==> src/rtl/spw_pkg.sv <==
// Shared types for the status poll watchdog.
// Assumes: nothing beyond a SystemVerilog 2017 tool.
package spw_pkg;

    // Phase of the poll cycle: counting the interval, sending the query,
    // waiting for the report.
    typedef enum logic [1:0] {
        PH_WAIT  = 2'd0,
        PH_SEND  = 2'd1,
        PH_AWAIT = 2'd2
    } spw_phase_e;

endpackage

==> src/rtl/spw_limit_counter.sv <==
// Up-counter that flags the cycle in which it has reached a limit.
// What it does: counts enabled cycles from zero. When the count equals or
// exceeds `limit` in an enabled cycle, `hit` is high and the count returns
// to zero.
// Assumes: the owner clears it whenever the counted window is not active;
// `limit` is already the terminal count (period minus one).
module spw_limit_counter #(
    parameter int unsigned W = 34
) (
    input  logic         clk,
    input  logic         rst_n,
    input  logic         clr,
    input  logic         en,
    input  logic [W-1:0] limit,
    output logic         hit
);

    logic [W-1:0] cnt;

    // Terminal condition for this cycle.
    always_comb begin
        hit = en && !clr && (cnt >= limit);
    end

    // Count register: cleared on request, wrapped to zero at the limit.
    always_ff @(posedge clk) begin
        if (!rst_n || clr) begin
            cnt <= '0;
        end else if (en) begin
            cnt <= hit ? '0 : cnt + 1'b1;
        end
    end

endmodule

==> src/rtl/spw_query_tx.sv <==
// Two-byte query transmitter on a valid/ready byte channel.
// What it does: while `active` is high, it offers BYTE0 and then BYTE1.
// `done` marks the cycle in which BYTE1 is accepted.
// Assumes: `active` stays high until `done` and drops the cycle after it;
// the receiver may hold `tx_ready` low for any number of cycles.
module spw_query_tx #(
    parameter logic [7:0] BYTE0 = 8'h53,
    parameter logic [7:0] BYTE1 = 8'h0D
) (
    input  logic       clk,
    input  logic       rst_n,
    input  logic       active,
    input  logic       tx_ready,
    output logic       tx_valid,
    output logic [7:0] tx_data,
    output logic       done
);

    logic second_q;
    logic xfer;

    // Byte selection and handshake decode.
    always_comb begin
        tx_valid = active;
        tx_data  = second_q ? BYTE1 : BYTE0;
        xfer     = active && tx_ready;
        done     = xfer && second_q;
    end

    // Byte index: advances only on an accepted byte, resets when idle.
    always_ff @(posedge clk) begin
        if (!rst_n || !active) begin
            second_q <= 1'b0;
        end else if (xfer) begin
            second_q <= !second_q;
        end
    end

    AST_TX_HOLD: assert property (@(posedge clk) disable iff (!rst_n)
        (tx_valid && !tx_ready) |=> (tx_valid && $stable(tx_data)));

endmodule

==> src/rtl/spw_report_match.sv <==
// Status report recogniser on a received byte stream.
// What it does: while `arm` is high, it remembers a start byte and reports
// `found` on the first end byte after it. Everything is forgotten when
// `arm` drops.
// Assumes: `arm` is high exactly while a report is being awaited.
module spw_report_match (
    input  logic       clk,
    input  logic       rst_n,
    input  logic       arm,
    input  logic       rx_valid,
    input  logic [7:0] rx_data,
    input  logic [7:0] start_byte,
    input  logic [7:0] end_byte,
    output logic       found
);

    logic opened_q;

    // Completion decode: end byte after an opening byte, while armed.
    always_comb begin
        found = arm && rx_valid && opened_q && (rx_data == end_byte);
    end

    // Opening tracker: set by a start byte while armed, cleared when disarmed.
    always_ff @(posedge clk) begin
        if (!rst_n || !arm) begin
            opened_q <= 1'b0;
        end else if (rx_valid && (rx_data == start_byte)) begin
            opened_q <= 1'b1;
        end
    end

    AST_OPEN_ONLY_ARMED: assert property (@(posedge clk) disable iff (!rst_n)
        !arm |=> !opened_q);

endmodule

==> src/rtl/status_poll_watchdog.sv <==
// Periodic status poll watchdog for a scrubbing controller.
// What it does: in the observation state, it counts the poll interval and
// sends a two-byte query. It then waits for a start/end delimited report
// and flags the controller unresponsive if the timeout runs out. A change
// of controller state cancels the outstanding query quietly.
// Assumes: the configuration inputs are static between queries; a state
// change during the query transmission is honoured once both bytes have
// gone out, because valid is never withdrawn.
module status_poll_watchdog
    import spw_pkg::*;
#(
    parameter int unsigned          CNT_W        = 34,
    parameter int unsigned          STATE_W      = 7,
    parameter logic [STATE_W-1:0]   OBSERVE_CODE = STATE_W'(4),
    parameter logic [7:0]           QUERY_CHAR   = 8'h53,
    parameter logic [7:0]           TERM_CHAR    = 8'h0D
) (
    input  logic               clk,
    input  logic               rst_n,
    input  logic [CNT_W-1:0]   cfg_period,
    input  logic [CNT_W-1:0]   cfg_timeout,
    input  logic [7:0]         cfg_start_byte,
    input  logic [7:0]         cfg_end_byte,
    input  logic [STATE_W-1:0] ctl_state,
    input  logic               clear_flag,
    output logic               tx_valid,
    input  logic               tx_ready,
    output logic [7:0]         tx_data,
    input  logic               rx_valid,
    input  logic [7:0]         rx_data,
    output logic               unresponsive
);

    spw_phase_e         phase_q, phase_d;
    logic [STATE_W-1:0] state_prev_q;
    logic               in_observe;
    logic               state_moved;
    logic               cancel_q;
    logic [CNT_W-1:0]   period_lim;
    logic [CNT_W-1:0]   timeout_lim;
    logic               period_hit;
    logic               timeout_hit;
    logic               query_done;
    logic               report_found;
    logic               timeout_evt;
    logic               flag_q;

    // Terminal counts; a zero setting acts as one cycle.
    always_comb begin
        period_lim  = (cfg_period  == '0) ? '0 : cfg_period  - 1'b1;
        timeout_lim = (cfg_timeout == '0) ? '0 : cfg_timeout - 1'b1;
    end

    // Controller state decode and change detection.
    always_comb begin
        in_observe  = (ctl_state == OBSERVE_CODE);
        state_moved = (ctl_state != state_prev_q);
    end

    // Previous controller state, also loaded during reset.
    always_ff @(posedge clk) begin
        state_prev_q <= ctl_state;
    end

    spw_limit_counter #(.W(CNT_W)) u_period (
        .clk   (clk),
        .rst_n (rst_n),
        .clr   ((phase_q != PH_WAIT) || !in_observe || state_moved),
        .en    ((phase_q == PH_WAIT) && in_observe && !state_moved),
        .limit (period_lim),
        .hit   (period_hit)
    );

    spw_limit_counter #(.W(CNT_W)) u_timeout (
        .clk   (clk),
        .rst_n (rst_n),
        .clr   (phase_q != PH_AWAIT),
        .en    (phase_q == PH_AWAIT),
        .limit (timeout_lim),
        .hit   (timeout_hit)
    );

    spw_query_tx #(.BYTE0(QUERY_CHAR), .BYTE1(TERM_CHAR)) u_tx (
        .clk      (clk),
        .rst_n    (rst_n),
        .active   (phase_q == PH_SEND),
        .tx_ready (tx_ready),
        .tx_valid (tx_valid),
        .tx_data  (tx_data),
        .done     (query_done)
    );

    spw_report_match u_match (
        .clk        (clk),
        .rst_n      (rst_n),
        .arm        (phase_q == PH_AWAIT),
        .rx_valid   (rx_valid),
        .rx_data    (rx_data),
        .start_byte (cfg_start_byte),
        .end_byte   (cfg_end_byte),
        .found      (report_found)
    );

    // Timeout counts only when neither a report nor a state change ended the wait.
    always_comb begin
        timeout_evt = (phase_q == PH_AWAIT) && timeout_hit && !report_found && !state_moved;
    end

    // Next phase of the poll cycle.
    always_comb begin
        phase_d = phase_q;
        unique case (phase_q)
            PH_WAIT:  if (period_hit) phase_d = PH_SEND;
            PH_SEND:  if (query_done) phase_d = (cancel_q || state_moved) ? PH_WAIT : PH_AWAIT;
            PH_AWAIT: if (report_found || state_moved || timeout_hit) phase_d = PH_WAIT;
            default:  phase_d = PH_WAIT;
        endcase
    end

    // Phase register.
    always_ff @(posedge clk) begin
        if (!rst_n) begin
            phase_q <= PH_WAIT;
        end else begin
            phase_q <= phase_d;
        end
    end

    // Remembers a state change seen while the query bytes were going out.
    always_ff @(posedge clk) begin
        if (!rst_n || (phase_q != PH_SEND)) begin
            cancel_q <= 1'b0;
        end else if (state_moved) begin
            cancel_q <= 1'b1;
        end
    end

    // Sticky unresponsive flag; a new timeout beats a clear in the same cycle.
    always_ff @(posedge clk) begin
        if (!rst_n) begin
            flag_q <= 1'b0;
        end else if (timeout_evt) begin
            flag_q <= 1'b1;
        end else if (clear_flag) begin
            flag_q <= 1'b0;
        end
    end

    assign unresponsive = flag_q;

    AST_POLL_IN_OBSERVE: assert property (@(posedge clk) disable iff (!rst_n)
        $rose(tx_valid) |-> ($past(ctl_state) == OBSERVE_CODE));
    AST_ONE_OUTSTANDING: assert property (@(posedge clk) disable iff (!rst_n)
        (phase_q == PH_AWAIT) |-> !tx_valid);
    AST_FLAG_STICKY: assert property (@(posedge clk) disable iff (!rst_n)
        (unresponsive && !clear_flag) |=> unresponsive);
    AST_FLAG_FROM_WAIT: assert property (@(posedge clk) disable iff (!rst_n)
        $rose(unresponsive) |-> ($past(phase_q) == PH_AWAIT));
    AST_CANCEL_QUIET: assert property (@(posedge clk) disable iff (!rst_n)
        ((phase_q == PH_AWAIT) && state_moved && !unresponsive) |=> !unresponsive);

endmodule

==> config.mk <==
export PLATFORM = sky130hd
export DESIGN_NAME = status_poll_watchdog
export DESIGN_NICKNAME = d
export VERILOG_FILES = /design/src/rtl/spw_pkg.sv /design/src/rtl/spw_limit_counter.sv /design/src/rtl/spw_query_tx.sv /design/src/rtl/spw_report_match.sv /design/src/rtl/status_poll_watchdog.sv
export SDC_FILE = /design/constraint.sdc
export NUM_CORES = 1
export LEC_CHECK = 0
export CAP_MARGIN = 40
export CELL_PAD_IN_SITES_DETAIL_PLACEMENT = 1
export CELL_PAD_IN_SITES_GLOBAL_PLACEMENT = 2
export CORE_MARGIN = 1.5
export CORE_UTILIZATION = 25
export CTS_CLUSTER_DIAMETER = 60
export DETAILED_ROUTE_END_ITERATION = 6
export DONT_BUFFER_PORTS = 1
export PLACE_DENSITY = 0.6
export SETUP_SLACK_MARGIN = 0.5
export SYNTH_ARGS = -nofsm -noshare
export SYNTH_HDL_FRONTEND = slang
export SYNTH_SLANG_ARGS = --single-unit
==> constraint.sdc <==
create_clock -name clk -period 7.05 [get_ports clk]
set_input_delay 1.41 -clock clk [delete_from_list [all_inputs] [get_ports clk]]
set_output_delay 1.41 -clock clk [all_outputs]
set_load 0.01 [all_outputs]
# --- Word level (Yosys, flattened, before mapping) ---
# Index checks and enable logic that the tools add are counted.
op_classes:
  n_eq_ne: 11
  add_sub_neg: 4
  n_lt_le_gt_ge: 2
  n_reduce_logical: 40
  n_mux: 12
  n_bitwise: 0
  shift: 0
  div: 0
  n_mul: 0
op_table:
  columns: ["cell", "n"]
  rows:
  - ["$mux W34", 4]
  - ["$add A34 B1 Y34 const B", 2]
  - ["$ge A34 B34 Y1", 2]
  - ["$logic_not A34 Y1", 2]
  - ["$sub A34 B1 Y34 const B", 2]
  - ["$eq A8 B8 Y1", 2]
  - ["$logic_and A1 B1 Y1", 15]
  - ["$logic_or A1 B1 Y1", 10]
  - ["$logic_not A1 Y1", 9]
  - ["$mux W2", 4]
  - ["$eq A7 B3 Y1 const B", 1]
  - ["$mux W7", 1]
  - ["$ne A7 B7 Y1", 1]
  - ["$ne A2 B2 Y1 const B", 3]
  - ["$pmux W2 S3", 1]
  - ["$ne A2 B1 Y1 const B", 2]
  - ["$reduce_bool A2 Y1", 2]
  - ["$reduce_and A3 Y1", 1]
  - ["$eq A2 B1 Y1 const B", 1]
  - ["$eq A2 B2 Y1 const B", 1]
  - ["$logic_not A2 Y1", 1]
  - ["$mux W1", 2]
totals:
  rom_bits: 0
  latchBits: 0
  mem_count: 0
  mem_bits_rw: 0
  ff_bits: 81
  output_inout_bits: 10
  input_bits: 104
  word_cells: 77

# --- Longest topological paths before layout ---
logic_depth:
  depth_word: 9
  ltp_mapped: 17
  depth_no_buf: 15

# --- By module ---
# From an unflattened synthesis, not the netlist that was laid out.
unflattened:
  cells_unflattened: 961
  hier_area_um2: 7477.2
modules_own_cells:
  columns: ["mod", "seq_area_each_um2", "n_inst", "area_each_um2", "cells_per_inst"]
  rows:
  - ["spw_limit_counter", 680.7, 2, 2575.0, 306]
  - ["status_poll_watchdog", 220.2, 1, 1999.4, 308]
  - ["spw_report_match", 20.0, 1, 214.0, 26]
  - ["spw_query_tx", 20.0, 1, 113.9, 15]

# --- Worst setup path before layout ---
# No wires, ideal clock.
synth_timing:
  path_kind: "input-to-reg"
  startpoint: "input port cfg_timeout[15]"
  endpoint: "register phase_q[1]"
  setup_ns: 0.136
  n_path_buf: 1
  required_time_ns: 6.914
  cell_stages: 13
  path_slack_ns: 2.022
  t_arrival_ns: 4.892
  path_cell_list: "or4_1 -> or4_1 -> and4bb_2 -> nand2_1 -> nor3_1 -> mux2i_1 -> ha_1 -> nand4_1 -> nor4_1 -> o21ai_0 -> o2111ai_1 -> clkbuf_1 -> o32ai_1"
synth_between:
  elab_chain_cells: 7
  elab_cells_between_ends: 8
  classes_between: "add/sub (1); order compare (1); eq/ne (1); mux (1); reduce/logical (4)"
synth_lines:
  columns: ["element", "line", "rtl"]
  rows:
  - ["start: declaration", "status_poll_watchdog.sv:21", "input logic [CNT_W-1:0] cfg_timeout,"]
  - ["$sub A34 B1 Y34 / $logic_not A34 Y1 (equally long branches)", "status_poll_watchdog.sv:51", "timeout_lim = (cfg_timeout == '0) ? '0 : cfg_timeout - 1'b1;"]
  - ["$mux W34 *", "status_poll_watchdog.sv:51", null]
  - ["$ge A34 B34 Y1 *", "spw_limit_counter.sv:22", "hit = en && !clr && (cnt >= limit);"]
  - ["$logic_and A1 B1 Y1 *", "spw_limit_counter.sv:22", null]
  - ["$logic_or A1 B1 Y1 *", "status_poll_watchdog.sv:115", "PH_AWAIT: if (report_found || state_moved || timeout_hit) phase_d = PH_WAIT;"]
  - ["$ne A2 B2 Y1 (no source line) *", null, null]
  - ["$reduce_and A3 Y1 (no source line) *", null, null]
  - ["end signal: assignment", "status_poll_watchdog.sv:125", "phase_q <= phase_d;"]
  - ["end: declaration", "status_poll_watchdog.sv:34", "spw_phase_e phase_q, phase_d;"]
# Every way passes the cells marked *; elsewhere a longest branch is shown, timed or not.
# A chain may end at the register's enable or synchronous reset.

# --- Final worst setup path ---
layout_timing:
  startpoint: "input port cfg_timeout[0]"
  endpoint: "register phase_q[1]"
# Same word-level chain as after synthesis.

==> qor.txt <==
WL/cell: 16.5 microns
GPL Wtd Cong: 0.731
CTS tree: built
Peak Freq: 0.195 GHz
Final setup viols: 0
register area share after synthesis: 23.8%
Worst setup SP type: input pin
Slew HR: 53.0%
Routed WL: 19.8 mm
Syn-to-layout area delta: 10.9%
Antenna diodes: 0
vias in the first global route: 6232
Core Area: 0.0269 sq mm
post-route setup slack: 1910 ps
Synth Instances: 862
proportion of layout cells with a drive suffix above 1: 5.02%
outcome: finished clean
Max Cap Violations: 0
Sequential Power Share: 40.8%
leading area contributor after synthesis: dfxtp_1
largest net degree at the start of global routing: 37
worst-skew pair later-pin latency: 350 ps
grt ovf: 0
CTS max path bufs: 2
cts repair resizes: 0
I/O pin count: 114
maximum vdd drop: 0.000129 V
Tmin final: 5140 ps
Min Hold Slack: 453 ps
initial antenna violation count: 0
cell with the most instances after synthesis: nand2_1
Clk pwr share: 51.8%
TNS Setup: 0 ps
Inserted Clock Buffers: 9
critical path type: input pin to register
clk slew on worst S/H paths: 70 ps
std cell rows: 60
clock sink total: 81
Post-CTS Setup Bufs: 0
Layout Nets: 1029
fill count: 3249
HPWL after DPL: 16.1 mm
top_reg_cell synth: dfxtp_1
post-synthesis register bit count: 81
HP Class: register to register
Static Leak: 0.00283 uW
Worst EP arrival: 5360 ps
CP max FO: 36
Post-synth EDFFs: 0
First DRT Iteration DRCs: 237
height of the die: 168 microns
share of flip-flops with an asynchronous set or reset: 0%
unrepaired setup endpoints after global routing: false
Comb power frac: 7.3%
gr usage total: 14.4%
critical path capture point type: register
Cell Pwr Density: 149 mW/mm^2
hold buffers post-CTS: 0
Syn Area/Cell: 7.92 sq um
PortBufs: 0
top-area cell type share of the netlist area: 23.8%
Initial Util: 25.4%
period utilisation layout: 72.9%
width of the die: 168 microns
synth top area cells: dfxtp_1 24%, ha_1 13%, xor2_1 9.2%, xnor2_1 8.2%, nand2_1 5.8%
Die Area: 0.0283 sq mm
Yosys cell types: 61
Final Max Slew Viols: 0
H-tree depth: 3
Syn Std Cell Area: 0.00682 sq mm
vias per cell: 5.11
Layout Skew: 10.5 ps
Sw Pwr: 238 uW
pre-CTS setup slack: 1510 ps
Final Hold Fails: 0
synth cell count leaders: 105 x nand2_1, 81 x dfxtp_1, 73 x ha_1
Worst Max-Slew Pin Slew: 700 ps
Worst EP required: 7270 ps
Antenna Nets Post-Route: 0
via count: 6116
router iterations before antenna repair: 4
DRC viols: 0
global-route wire length before repair: 32.6 mm
internal cell power: 890 uW
Root Buffer: clkbuf_16
Yosys warnings: 0
sw frac: 21.1%
==> layout make-up <==
type / count / area (sq um) / share of cell area [%]
Clock inverter: 5 / 128 / 1.69
Sequential cell: 81 / 1620 / 21.4
Multi-Input combinational cell: 728 / 4980 / 65.9
Tap cell: 341 / 427 / 5.64
Inverter: 21 / 78.8 / 1.04
Timing Repair Buffer: 11 / 90.1 / 1.19
Clock buffer: 10 / 239 / 3.16
==> power groups by stage <==
stage | Combinational, uW | Sequential [uW] | Clock, uW
floorplan | 67.2 | 471 | 0
global placement | 83.8 | 471 | 0
detailed placement | 84.3 | 471 | 0
CTS | 85.0 | 461 | 604
global route | 96.8 | 460 | 623
finish | 82.9 | 461 | 584
==> state kept, by name, indices dropped and copies added (netlist names) <==
name / count
cancel_q: 1
u_timeout.cnt: 34
state_prev_q: 7
u_match.opened_q: 1
phase_q: 2
u_tx.second_q: 1
u_period.cnt: 34
unresponsive: 1
==> kinds of logic after synthesis <==
logic type | count (synthesis) | share of synthesized area [%]
other cells | 2 | 0.110
fa+ha+maj | 73 | 13.4
simple gates | 432 | 33.5
buf+inv | 54 | 3.41
mux | 6 | 0.880
compound gates | 78 | 7.50
flops | 81 | 23.8
xor+xnor | 136 | 17.5
==> worst paths after layout <==
check	endpoint	cells past startpoint	start	slack (ps)
setup / recovery	phase_q[1]	15	cfg_timeout[0]	1910
hold / removal	phase_q[1]	1	cancel_q	450
setup reg to reg	u_period.cnt[9]	6	phase_q[0]	4570
hold reg to reg	phase_q[1]	1	cancel_q	450
==> per-stage QoR <==
| stage | utilization, % | cells | instance area, sq um | power [uW] |
|---|---|---|---|---|
| floorplan | - | 863 | 6830 | 538 |
| global placement | 26.7 | 1179 | 7170 | 555 |
| detailed placement | 26.8 | 1182 | 7200 | 555 |
| CTS | 28.2 | 1197 | 7570 | 1150 |
| global route | 28.2 | 1197 | 7570 | 1180 |
| finish | 28.2 | 1197 | 7570 | 1130 |
==> routing by layer <==
layer	routed length [microns]	vias up	GRT usage [%]
met5	0	-	0
met4	255	0	3.84
met3	805	17	2.99
met2	8900	82	23.1
met1	9830	2921	19.4
li1	-	3096	-
==> layout by cell type, fill, tap and decap left out, types with 3 or more instances in the layout <==
master	n
nand2_1	105
dfxtp_1	81
ha_1	73
xor2_1	72
nor3_1	69
xnor2_1	64
nor2_1	58
nor4_1	44
nand3_1	37
nand4_1	32
a21oi_1	25
inv_1	20
and4_1	13
or4_1	12
o21ai_0	11
nand2b_1	10
a21o_1	10
buf_4	10
clkbuf_16	9
nor2b_1	8
or3_1	7
a211oi_1	7
mux2i_1	6
or2_2	5
and3_1	5
bufinv_16	4
nor4_2	3
and2_1	3
o21a_1	3
o31ai_1	3
conb_1	3
==> worst max-delay path, cell delays in order <==
cell       delay (ps)
inv_1              40
ha_1              170
or3b_1            460
nor4_1            500
nor4b_2           570
nand2_1           160
nor2_1            150
mux2i_1           100
ha_1              280
nand4_1           190
nor4_1            430
o21ai_0           170
o2111ai_2         190
buf_4             390
o32ai_1           130
(Power assumes the default switching activity.)
